## config.mk

```make
export PLATFORM = sky130hd
export DESIGN_NAME = hbus_regport
export DESIGN_NICKNAME = d
export VERILOG_FILES = /design/src/rtl/hbus_pkg.sv /design/src/rtl/hbus_sync.sv /design/src/rtl/hbus_decode.sv /design/src/rtl/hbus_seq.sv /design/src/rtl/hbus_regport.sv
export SDC_FILE = /design/constraint.sdc
export NUM_CORES = 1
export LEC_CHECK = 0
export BUFFER_PORTS_ARGS = -buffer_cell sky130_fd_sc_hd__buf_4
export CELL_PAD_IN_SITES_DETAIL_PLACEMENT = 2
export CELL_PAD_IN_SITES_GLOBAL_PLACEMENT = 2
export CORE_ASPECT_RATIO = 0.7
export CORE_UTILIZATION = 31
export DETAILED_ROUTE_END_ITERATION = 10
export GPL_TIMING_DRIVEN = 0
export PLACE_DENSITY = 0.92
export SLEW_MARGIN = 20
export SYNTH_ARGS = -nofsm -noshare
export SYNTH_HDL_FRONTEND = slang
export SYNTH_SLANG_ARGS = --single-unit
```

## constraint.sdc

```tcl
create_clock -name clk -period 2.65 [get_ports clk]
set_input_delay 0.3975 -clock clk [delete_from_list [all_inputs] [get_ports clk]]
set_output_delay 0.3975 -clock clk [all_outputs]
set_load 0.03 [all_outputs]
```

## src/rtl/hbus_pkg.sv

```systemverilog
package hbus_pkg;

    typedef enum logic {
        BUS_PAIR = 1'b0,
        BUS_DIR  = 1'b1
    } bus_mode_e;

    typedef enum logic [1:0] {
        ST_IDLE = 2'd0,
        ST_ACC  = 2'd1,
        ST_ACK  = 2'd2
    } seq_state_e;

    typedef struct packed {
        logic active;
        logic is_read;
    } bus_req_t;

    localparam logic [2:0] OFS_DATA    = 3'd0;
    localparam logic [2:0] OFS_ADDR_LO = 3'd1;
    localparam logic [2:0] OFS_ADDR_HI = 3'd2;

    localparam int ACC_CYC = 2;

    function automatic bus_req_t decode_bus(input bus_mode_e m, input logic cs_n,
                                            input logic strb_n, input logic wdir);
        bus_req_t r;
        r.active  = 1'b0;
        r.is_read = 1'b0;
        if (!cs_n) begin
            if (m == BUS_PAIR) begin
                r.active  = !strb_n || !wdir;
                r.is_read = !strb_n;
            end else begin
                r.active  = !strb_n;
                r.is_read = wdir;
            end
        end
        return r;
    endfunction

endpackage

```

## src/rtl/hbus_sync.sv

```systemverilog
module hbus_sync #(
    parameter int WIDTH = 3,
    parameter int STAGES = 2,
    parameter logic [WIDTH-1:0] RST_VAL = '1
) (
    input  logic             clk,
    input  logic             rst,
    input  logic [WIDTH-1:0] d,
    output logic [WIDTH-1:0] q
);
    logic [WIDTH-1:0] stg [STAGES];

    for (genvar i = 0; i < STAGES; i++) begin : g_stage
        if (i == 0) begin : g_first
            always_ff @(posedge clk) begin
                if (rst) stg[i] <= RST_VAL;
                else     stg[i] <= d;
            end
        end else begin : g_next
            always_ff @(posedge clk) begin
                if (rst) stg[i] <= RST_VAL;
                else     stg[i] <= stg[i-1];
            end
        end
    end

    assign q = stg[STAGES-1];
endmodule

```

## src/rtl/hbus_decode.sv

```systemverilog
module hbus_decode
    import hbus_pkg::*;
(
    input  logic     mode_sel,
    input  logic     cs_n,
    input  logic     strb_n,
    input  logic     wdir,
    output bus_req_t req
);
    assign req = decode_bus(bus_mode_e'(mode_sel), cs_n, strb_n, wdir);
endmodule

```

## src/rtl/hbus_seq.sv

```systemverilog
module hbus_seq
    import hbus_pkg::*;
#(
    parameter int HAW = 3,
    parameter int DW  = 8,
    parameter int IAW = 10
) (
    input  logic           clk,
    input  logic           rst,
    input  bus_req_t       req,
    input  logic [HAW-1:0] haddr,
    input  logic [DW-1:0]  hdata_in,
    input  logic [DW-1:0]  ireg_rdata,
    output logic           ack,
    output logic           is_read_q,
    output logic [DW-1:0]  rd_q,
    output logic [IAW-1:0] ireg_addr,
    output logic [DW-1:0]  ireg_wdata,
    output logic           ireg_we,
    output logic           ireg_re
);
    localparam int HIW = IAW - DW;
    localparam int CW  = (ACC_CYC > 1) ? $clog2(ACC_CYC) : 1;

    seq_state_e     state;
    logic [CW-1:0]  cnt;
    logic [DW-1:0]  wbuf;
    logic [DW-1:0]  addr_lo;
    logic [HIW-1:0] addr_hi;
    logic [DW-1:0]  ext_rd;

    always_comb begin
        ext_rd = '0;
        if (haddr == HAW'(OFS_ADDR_LO))      ext_rd = addr_lo;
        else if (haddr == HAW'(OFS_ADDR_HI)) ext_rd = {{(DW-HIW){1'b0}}, addr_hi};
    end

    always_ff @(posedge clk) begin
        if (rst) begin
            state     <= ST_IDLE;
            cnt       <= '0;
            wbuf      <= '0;
            addr_lo   <= '0;
            addr_hi   <= '0;
            rd_q      <= '0;
            is_read_q <= 1'b0;
        end else begin
            case (state)
                ST_IDLE: if (req.active) begin
                    is_read_q <= req.is_read;
                    wbuf      <= hdata_in;
                    if (haddr == HAW'(OFS_DATA)) begin
                        state <= ST_ACC;
                        cnt   <= '0;
                    end else begin
                        state <= ST_ACK;
                        if (req.is_read) rd_q <= ext_rd;
                        else if (haddr == HAW'(OFS_ADDR_LO)) addr_lo <= hdata_in;
                        else if (haddr == HAW'(OFS_ADDR_HI)) addr_hi <= hdata_in[HIW-1:0];
                    end
                end
                ST_ACC: begin
                    cnt <= cnt + 1'b1;
                    if (cnt == CW'(ACC_CYC - 1)) begin
                        state <= ST_ACK;
                        if (is_read_q) rd_q <= ireg_rdata;
                    end
                end
                ST_ACK: if (!req.active) state <= ST_IDLE;
                default: state <= ST_IDLE;
            endcase
        end
    end

    assign ack        = (state == ST_ACK);
    assign ireg_we    = (state == ST_ACC) && (cnt == '0) && !is_read_q;
    assign ireg_re    = (state == ST_ACC) && (cnt == '0) && is_read_q;
    assign ireg_addr  = {addr_hi, addr_lo};
    assign ireg_wdata = wbuf;

    // an internal access is a single-cycle pulse
    assert_single_pulse_R5: assert property (@(posedge clk) disable iff (rst)
        (ireg_we || ireg_re) |=> !(ireg_we || ireg_re));
    assert_we_re_excl_R6: assert property (@(posedge clk) disable iff (rst)
        !(ireg_we && ireg_re));
    // the access sequence runs for two cycles before the acknowledge
    assert_acc_len_R7: assert property (@(posedge clk) disable iff (rst)
        (ireg_we || ireg_re) |=> (state == ST_ACC) && !ack);
    // the acknowledge is only left when the request is gone
    assert_ack_hold_R8: assert property (@(posedge clk) disable iff (rst)
        (ack && req.active) |=> ack);
endmodule

```

## src/rtl/hbus_regport.sv

```systemverilog
module hbus_regport
    import hbus_pkg::*;
#(
    parameter int HAW = 3,
    parameter int DW  = 8,
    parameter int IAW = 10
) (
    input  logic           clk,
    input  logic           rst,
    input  logic           mode_sel,
    input  logic           cs_n,
    input  logic           strb_n,
    input  logic           wdir,
    input  logic [HAW-1:0] haddr,
    input  logic [DW-1:0]  hdata_in,
    output logic [DW-1:0]  hdata_out,
    output logic           hdata_oe,
    output logic           rdy,
    output logic           dtack_n,
    output logic [IAW-1:0] ireg_addr,
    output logic [DW-1:0]  ireg_wdata,
    output logic           ireg_we,
    output logic           ireg_re,
    input  logic [DW-1:0]  ireg_rdata
);
    logic [2:0] ctl_s;
    bus_req_t   req_s;
    bus_req_t   req_raw;
    logic       ack;
    logic       is_read_q;

    hbus_sync #(.WIDTH(3), .STAGES(2), .RST_VAL(3'b111)) u_sync (
        .clk (clk),
        .rst (rst),
        .d   ({cs_n, strb_n, wdir}),
        .q   (ctl_s)
    );

    hbus_decode u_dec (
        .mode_sel (mode_sel),
        .cs_n     (ctl_s[2]),
        .strb_n   (ctl_s[1]),
        .wdir     (ctl_s[0]),
        .req      (req_s)
    );

    hbus_seq #(.HAW(HAW), .DW(DW), .IAW(IAW)) u_seq (
        .clk        (clk),
        .rst        (rst),
        .req        (req_s),
        .haddr      (haddr),
        .hdata_in   (hdata_in),
        .ireg_rdata (ireg_rdata),
        .ack        (ack),
        .is_read_q  (is_read_q),
        .rd_q       (hdata_out),
        .ireg_addr  (ireg_addr),
        .ireg_wdata (ireg_wdata),
        .ireg_we    (ireg_we),
        .ireg_re    (ireg_re)
    );

    assign req_raw  = decode_bus(bus_mode_e'(mode_sel), cs_n, strb_n, wdir);
    assign rdy      = !((mode_sel == BUS_PAIR) && req_raw.active && !ack);
    assign dtack_n  = !((mode_sel == BUS_DIR) && ack);
    assign hdata_oe = ack && is_read_q;

    // each protocol leaves the other handshake idle
    assert_pair_no_dtack_R2: assert property (@(posedge clk) disable iff (rst)
        (mode_sel == BUS_PAIR) |-> dtack_n);
    assert_dir_rdy_idle_R3: assert property (@(posedge clk) disable iff (rst)
        (mode_sel == BUS_DIR) |-> rdy);
    // data is driven only inside an acknowledged read
    assert_oe_in_ack_R9: assert property (@(posedge clk) disable iff (rst)
        hdata_oe |-> (rdy && (dtack_n == (mode_sel == BUS_PAIR))));
endmodule

```

Word-level counts from Yosys, hierarchy flattened
Memories as Yosys holds them, arrays and structs flattened.
Cells that the tools add are included.
{ "classes": {"eq_ne": 11, "bitwise": 7, "n_mux": 25, "reduce_logical": 26, "addsub": 1} }
{ "op_table": {"columns": ["cell", "n"], "rows": [
  ["8-bit 2-to-1 mux", 6],
  ["2-bit 2-to-1 mux", 9],
  ["8-bit case mux with 2 select lines", 1],
  ["6-bit AND reduction", 2],
  ["2-bit by 1-bit inequality test with 1-bit output (second input constant)", 5],
  ["1-bit zero test", 8],
  ["1-bit logical AND", 7],
  ["3-bit 2-to-1 mux", 2],
  ["2-bit case mux with 3 select lines", 1],
  ["3-bit AND reduction", 2],
  ["1-bit 2-to-1 mux", 5],
  ["1-bit NOT", 5],
  ["5-bit AND reduction", 1],
  ["2-bit inequality test (second input constant)", 2],
  ["3-bit by 1-bit == test with 1-bit output (second input constant)", 1],
  ["3-bit by 2-bit == test with 1-bit output (second input constant)", 1],
  ["3-bit zero test", 1],
  ["2-bit by 1-bit == test with 1-bit output (second input constant)", 1],
  ["2-bit == test (second input constant)", 1],
  ["2-bit zero test", 1],
  ["1-bit logical OR", 2],
  ["1-bit OR", 2],
  ["1-bit case mux with 2 select lines", 1],
  ["2-bit AND reduction", 1],
  ["other kinds (2)", 2]
]} }
{ "totals": {"mem_count": 1, "ram_bits": 6, "ff_bits": 30} }
{ "memory_table": {"columns": ["name", "depth", "word_bits", "rd", "rd_clocked_by_memory_dff", "write_ports", "line_no", "text"], "rows": [
  ["u_sync.stg", 2, 3, 2, 0, 2, "hbus_sync.sv:11", "logic [WIDTH-1:0] stg [STAGES];"]
]} }

Depth between registers and ports, before layout
An unclocked memory read counts as a cell.
{ "logic_depth": {"depth_word": 9, "mapped_depth": 6, "depth_no_buf": 4} }

Modules after synthesis
Synthesis repeated with hierarchy kept, for this count alone.
{ "unflattened": {"cells_unflattened": 186, "hier_area_um2": 1630.3} }
{ "modules_own_cells": {"columns": ["mod", "cells_per_inst", "instances", "seq_area_each_um2", "area_per_inst_um2"], "rows": [
  ["hbus_seq", 166, 1, 600.6, 1421.4],
  ["hbus_sync", 12, 1, 120.1, 157.7],
  ["hbus_decode", 5, 1, 0.0, 30.0],
  ["hbus_regport", 3, 1, 0.0, 21.3]
]} }

Least setup slack after synthesis
No wires, ideal clock.
{ "synth_timing": {"kind": "register -> output", "start": "register u_seq.state[0]", "end": "output port ireg_re", "setup_slack_ns": 0.887, "arrival_ns": 1.366, "stages_incl_launch_ff": 6, "cell_sequence": "dfxtp_1 > buf_6 > nor2b_1 > clkbuf_1 > nand2b_1 > nor2_1"} }
{ "synth_between": {"elab_chain_len": 3} }
{ "synth_lines": {"columns": ["item", "line_no", "text"], "rows": [
  ["start, declared", "hbus_seq.sv:25", "seq_state_e state;"],
  ["start signal, assigned", "hbus_seq.sv:40", "state <= ST_IDLE;"],
  ["start signal, assigned", "hbus_seq.sv:53", "state <= ST_ACC;"],
  ["start signal, assigned", "hbus_seq.sv:56", "state <= ST_ACK;"],
  ["2-bit by 1-bit == test with 1-bit output", "hbus_seq.sv:77", "assign ireg_re = (state == ST_ACC) && (cnt == '0) && is_read_q;"],
  ["1-bit logical AND (2 in a row)", "hbus_seq.sv:77", null],
  ["end, declared", "hbus_regport.sv:23", "output logic ireg_re,"]
]} }
Every way passes these cells.

Worst setup path after layout
{ "layout_timing": {"start": "register u_seq.state[0]", "end": "output port ireg_we"} }
{ "layout_between": {"elab_chain_len": 3} }
{ "layout_lines": {"columns": ["item", "line_no", "text"], "rows": [
  ["2-bit by 1-bit == test with 1-bit output", "hbus_seq.sv:76", "assign ireg_we = (state == ST_ACC) && (cnt == '0) && !is_read_q;"],
  ["1-bit logical AND (2 in a row)", "hbus_seq.sv:76", null],
  ["end, declared", "hbus_regport.sv:22", "output logic ireg_we,"]
]} }
Every way passes these cells.

==> impl_results.md <==
* Status: finished, final reports clean
* Initial antenna violation count at 0
* Share of layout cells above drive strength 1 at roughly 36%
* TritonCTS clock tree: built
* Skew-Pair Late Insertion Delay at 290 ps
* Final nets at ~240
* Area delta synth->final at 38.8%
* Crit share post-route at between 80 and 90%
* Routed len/inst at around 18 um
* Total Routing Usage GR at 20.2%
* Yosys top cell by area: dfxtp_1
* Worst setup EP type: output port
* Detailed-route DRC error count at 0
* Fill count at about 530
* Cts bufs inserted at 5
* CTS H-tree lvls at 2
* EDFF count, synth at 0
* Worst Path Class, Setup: flop to output port
* Net Switching at roughly 260 uW
* R2R setup slack at between 700 and 800 ps
* Clock transition at the registers of the reported paths at 80 ps
* Pleak at 0.000833 uW
* Synthesized Nets at between 150 and 200
* Routability cong. at 0.777
* R2R Path End: u_seq.addr_hi[1]
* Die ar. at around 5300 um^2
* Seq pwr share at slightly below 50%
* R2R depth at 5
* Via count at 1,432
* Final setup fails at 0
* Sum Neg Setup Slack at 0 ps
* Hold_sp: wdir
* Pin count of the biggest net entering global routing at 13
* Worst Setup Start Kind: flop
* Number of global-route vias before repair at approximately 1,500
* Max Root-Sink Buffers at 2
* Starting Density at about a third
* CTS Sinks at 36
* Die Height at slightly above 60 um
* Pint at ~870 uW
* Core Rows at 21
* Cell area after synthesis at between 1500 and 2000 um^2
* Distinct cells, synth at 36
* Final instance area at between 2000 and 2500 um^2
* Die width at 86.6 um
* Syn Area/Cell at around 10 um^2
* Hold EP: u_sync.stg[0][0]
* Hold Vio Cnt, Final at 0
* CTS resizes at 0
* Hold path depth at 2
* Switching part of the total at a little under a quarter
* Post-CTS setup buffers at 0
* ANT nets after route at 0
* Crit path DAT at around 1800 ps
* Cts hold-fix bufs at 0
* Dpl hpwl at 3.75 mm
* Slew HR at between 50% and 60%
* Most used flip-flop cell after synthesis: dfxtp_1
* Mapped Cells at approximately 160
* Placed Area at around 2000 um^2
* Worst Path Required at between 2000 and 2500 ps
* Crit Path Max Fanout at 10
* Total power at 1130 uW
* Diode count at 0
* CORE AREA at 4810 um^2
* PwrDens at between 500 and 600 nW/um^2
* Worst path slowest cell: clkbuf_1
* Fmax achieved at 465 MHz
* Async SR Flop Fraction at 0%
* I/O pins at 56
* Count of input and output buffers at 54
* Max incr delay on CP at 360 ps
* Routed vias/inst at approximately 5.0
* Clock Power Share at between 40% and 50%
* Unrepaired setup endpoints after global routing: false
* Yosys warnings at 0
* Flop and latch count out of synthesis at 36
* Detailed Route WL at between 5 and 6 mm
* Clock Skew at 9.58 ps
* # Max-Cap Violations at 0
* Ranking of synthesized cells by area: dfxtp_1, mux2i_1, nor2_1
* Critical register-to-register path startpoint: u_seq.state[0]
* Gate power share at roughly 7.8%
* HP Class: input pin to flop
* Slew @ Worst Pin at between 600 and 700 ps
* Yosys top cell area share at approximately 46%
* First-pass GRT wire length at about 7.9 mm
* Drt initial violations at 45
* Cell Chain, Critical Path: buf_6 -> nor2b_1 -> clkbuf_1 -> nand2b_1 -> nor2_1 -> buf_4
* Root buffer cell: clkbuf_8
* Register area share after synthesis at roughly 46%
* Fin. max-slew vios at 0
* Max VDD drop at approximately 210 uV
* Global route overflow at 0
* Minimum clock period at 2150 ps
* Drt first pass iters at 4
==> through the flow <==
| stage | setup slack (ps) | hold slack, ps | std cells | util, % |
|---|---|---|---|---|
| 4_1_cts | 485 | 296 | 288 | 44.9 |
| 6_report | 498 | 301 | 288 | 44.9 |
| 3_3_place_gp | 778 | 393 | 280 | 42.5 |
| 5_1_grt | 368 | 300 | 288 | 44.9 |
| 3_5_place_dp | 713 | 398 | 280 | 42.5 |
| 2_1_floorplan | 887 | 389 | 157 | - |
==> cell usage after synthesis, types with 2 or more instances <==
| cell type | count |
|---|---|
| nand2_1 | 3 |
| clkbuf_1 | 5 |
| a22o_1 | 2 |
| dfxtp_1 | 36 |
| buf_2 | 2 |
| o21ai_0 | 2 |
| a22oi_1 | 2 |
| a21oi_1 | 10 |
| nor3_1 | 2 |
| or2_2 | 7 |
| nor2_1 | 24 |
| nor2b_1 | 6 |
| inv_1 | 2 |
| a32oi_1 | 6 |
| a211oi_1 | 8 |
| buf_6 | 2 |
| mux2i_1 | 18 |
| and2_1 | 2 |
==> critical path: cells and delay by family, from the launching register on <==
kind	cells	cell delay, ps
flops	1	340
simple gates	3	470
buf+inv	3	660
==> how the worst max path moves through the flow <==
stage / startpoint / depth (start not counted) / end / slack, ps
2_1_floorplan: u_seq.state[0] / 5 / ireg_re / 890
3_3_place_gp: mode_sel / 6 / u_seq.rd_q[6] / 780
3_5_place_dp: haddr[0] / 6 / u_seq.rd_q[7] / 710
4_1_cts: u_seq.state[0] / 6 / ireg_we / 480
5_1_grt: u_seq.state[0] / 6 / ireg_re / 370
6_report: u_seq.state[0] / 6 / ireg_we / 500
==> state kept, by name, indices dropped and copies added (netlist names) <==
register          count
u_seq.state           2
u_seq.rd_q            8
u_seq.is_read_q       1
u_seq.cnt             1
u_sync.stg            6
u_seq.ireg_wdata      8
u_seq.addr_hi         2
u_seq.addr_lo         8
==> per-layer routing <==
layer	wire length (um)	GRT usage [%]
met1	2290	24.1
met5	0	0
met3	217	5.50
met2	2500	36.3
met4	49	6.67
==> cell families (layout without fill, tap and decap cells) <==
| family | after synthesis | count (layout) | share of synthesized area, % |
|---|---|---|---|
| and+or+nand+nor | 55 | 55 | 19.9 |
| DFF | 36 | 36 | 46.4 |
| AOI/OAI and AO/OA | 35 | 35 | 17.6 |
| muxes | 18 | 18 | 11.6 |
| buffers and inverters | 12 | 74 | 4.03 |
| xor gates and xnor gates | 1 | 1 | 0.564 |
==> area by class of cell <==
| class | count | area [um^2] | area share, % |
|---|---|---|---|
| Sequential cell | 36 | 721 | 33.4 |
| Buffer | 10 | 55.1 | 2.55 |
| Timing Repair Buffer | 54 | 405 | 18.8 |
| Multi-Input combinational cell | 109 | 771 | 35.7 |
| Tap cell | 69 | 86.3 | 4.00 |
| Clock buffer | 5 | 68.8 | 3.19 |
| Inverter | 2 | 7.51 | 0.348 |
| Clock inverter | 3 | 42.5 | 1.97 |
==> power groups by stage <==
stage,Sequential [uW],Clock [uW],Combinational [uW]
floorplan,567,0,35.2
global placement,565,0,84.2
detailed placement,565,0,87.5
CTS,552,494,88.9
global route,553,520,94.9
finish,552,488,88.4
==> cell usage in the layout, fill, tap and decap left out, types with 2 or more instances in the layout <==
cell,netlist,routed
a22oi_1,2,2
o21ai_0,2,2
and2_1,2,2
nand2_1,3,3
or2_2,7,7
mux2i_1,18,18
nor2b_1,6,6
a22o_1,2,2
a21oi_1,10,10
a211oi_1,8,8
dfxtp_1,36,36
buf_4,0,54
nor3_1,2,2
nor2_1,24,24
buf_6,2,2
buf_2,2,2
clkbuf_8,0,5
inv_1,2,2
a32oi_1,6,6
clkbuf_1,5,5
No activity file was read; power rests on OpenSTA's default activity.
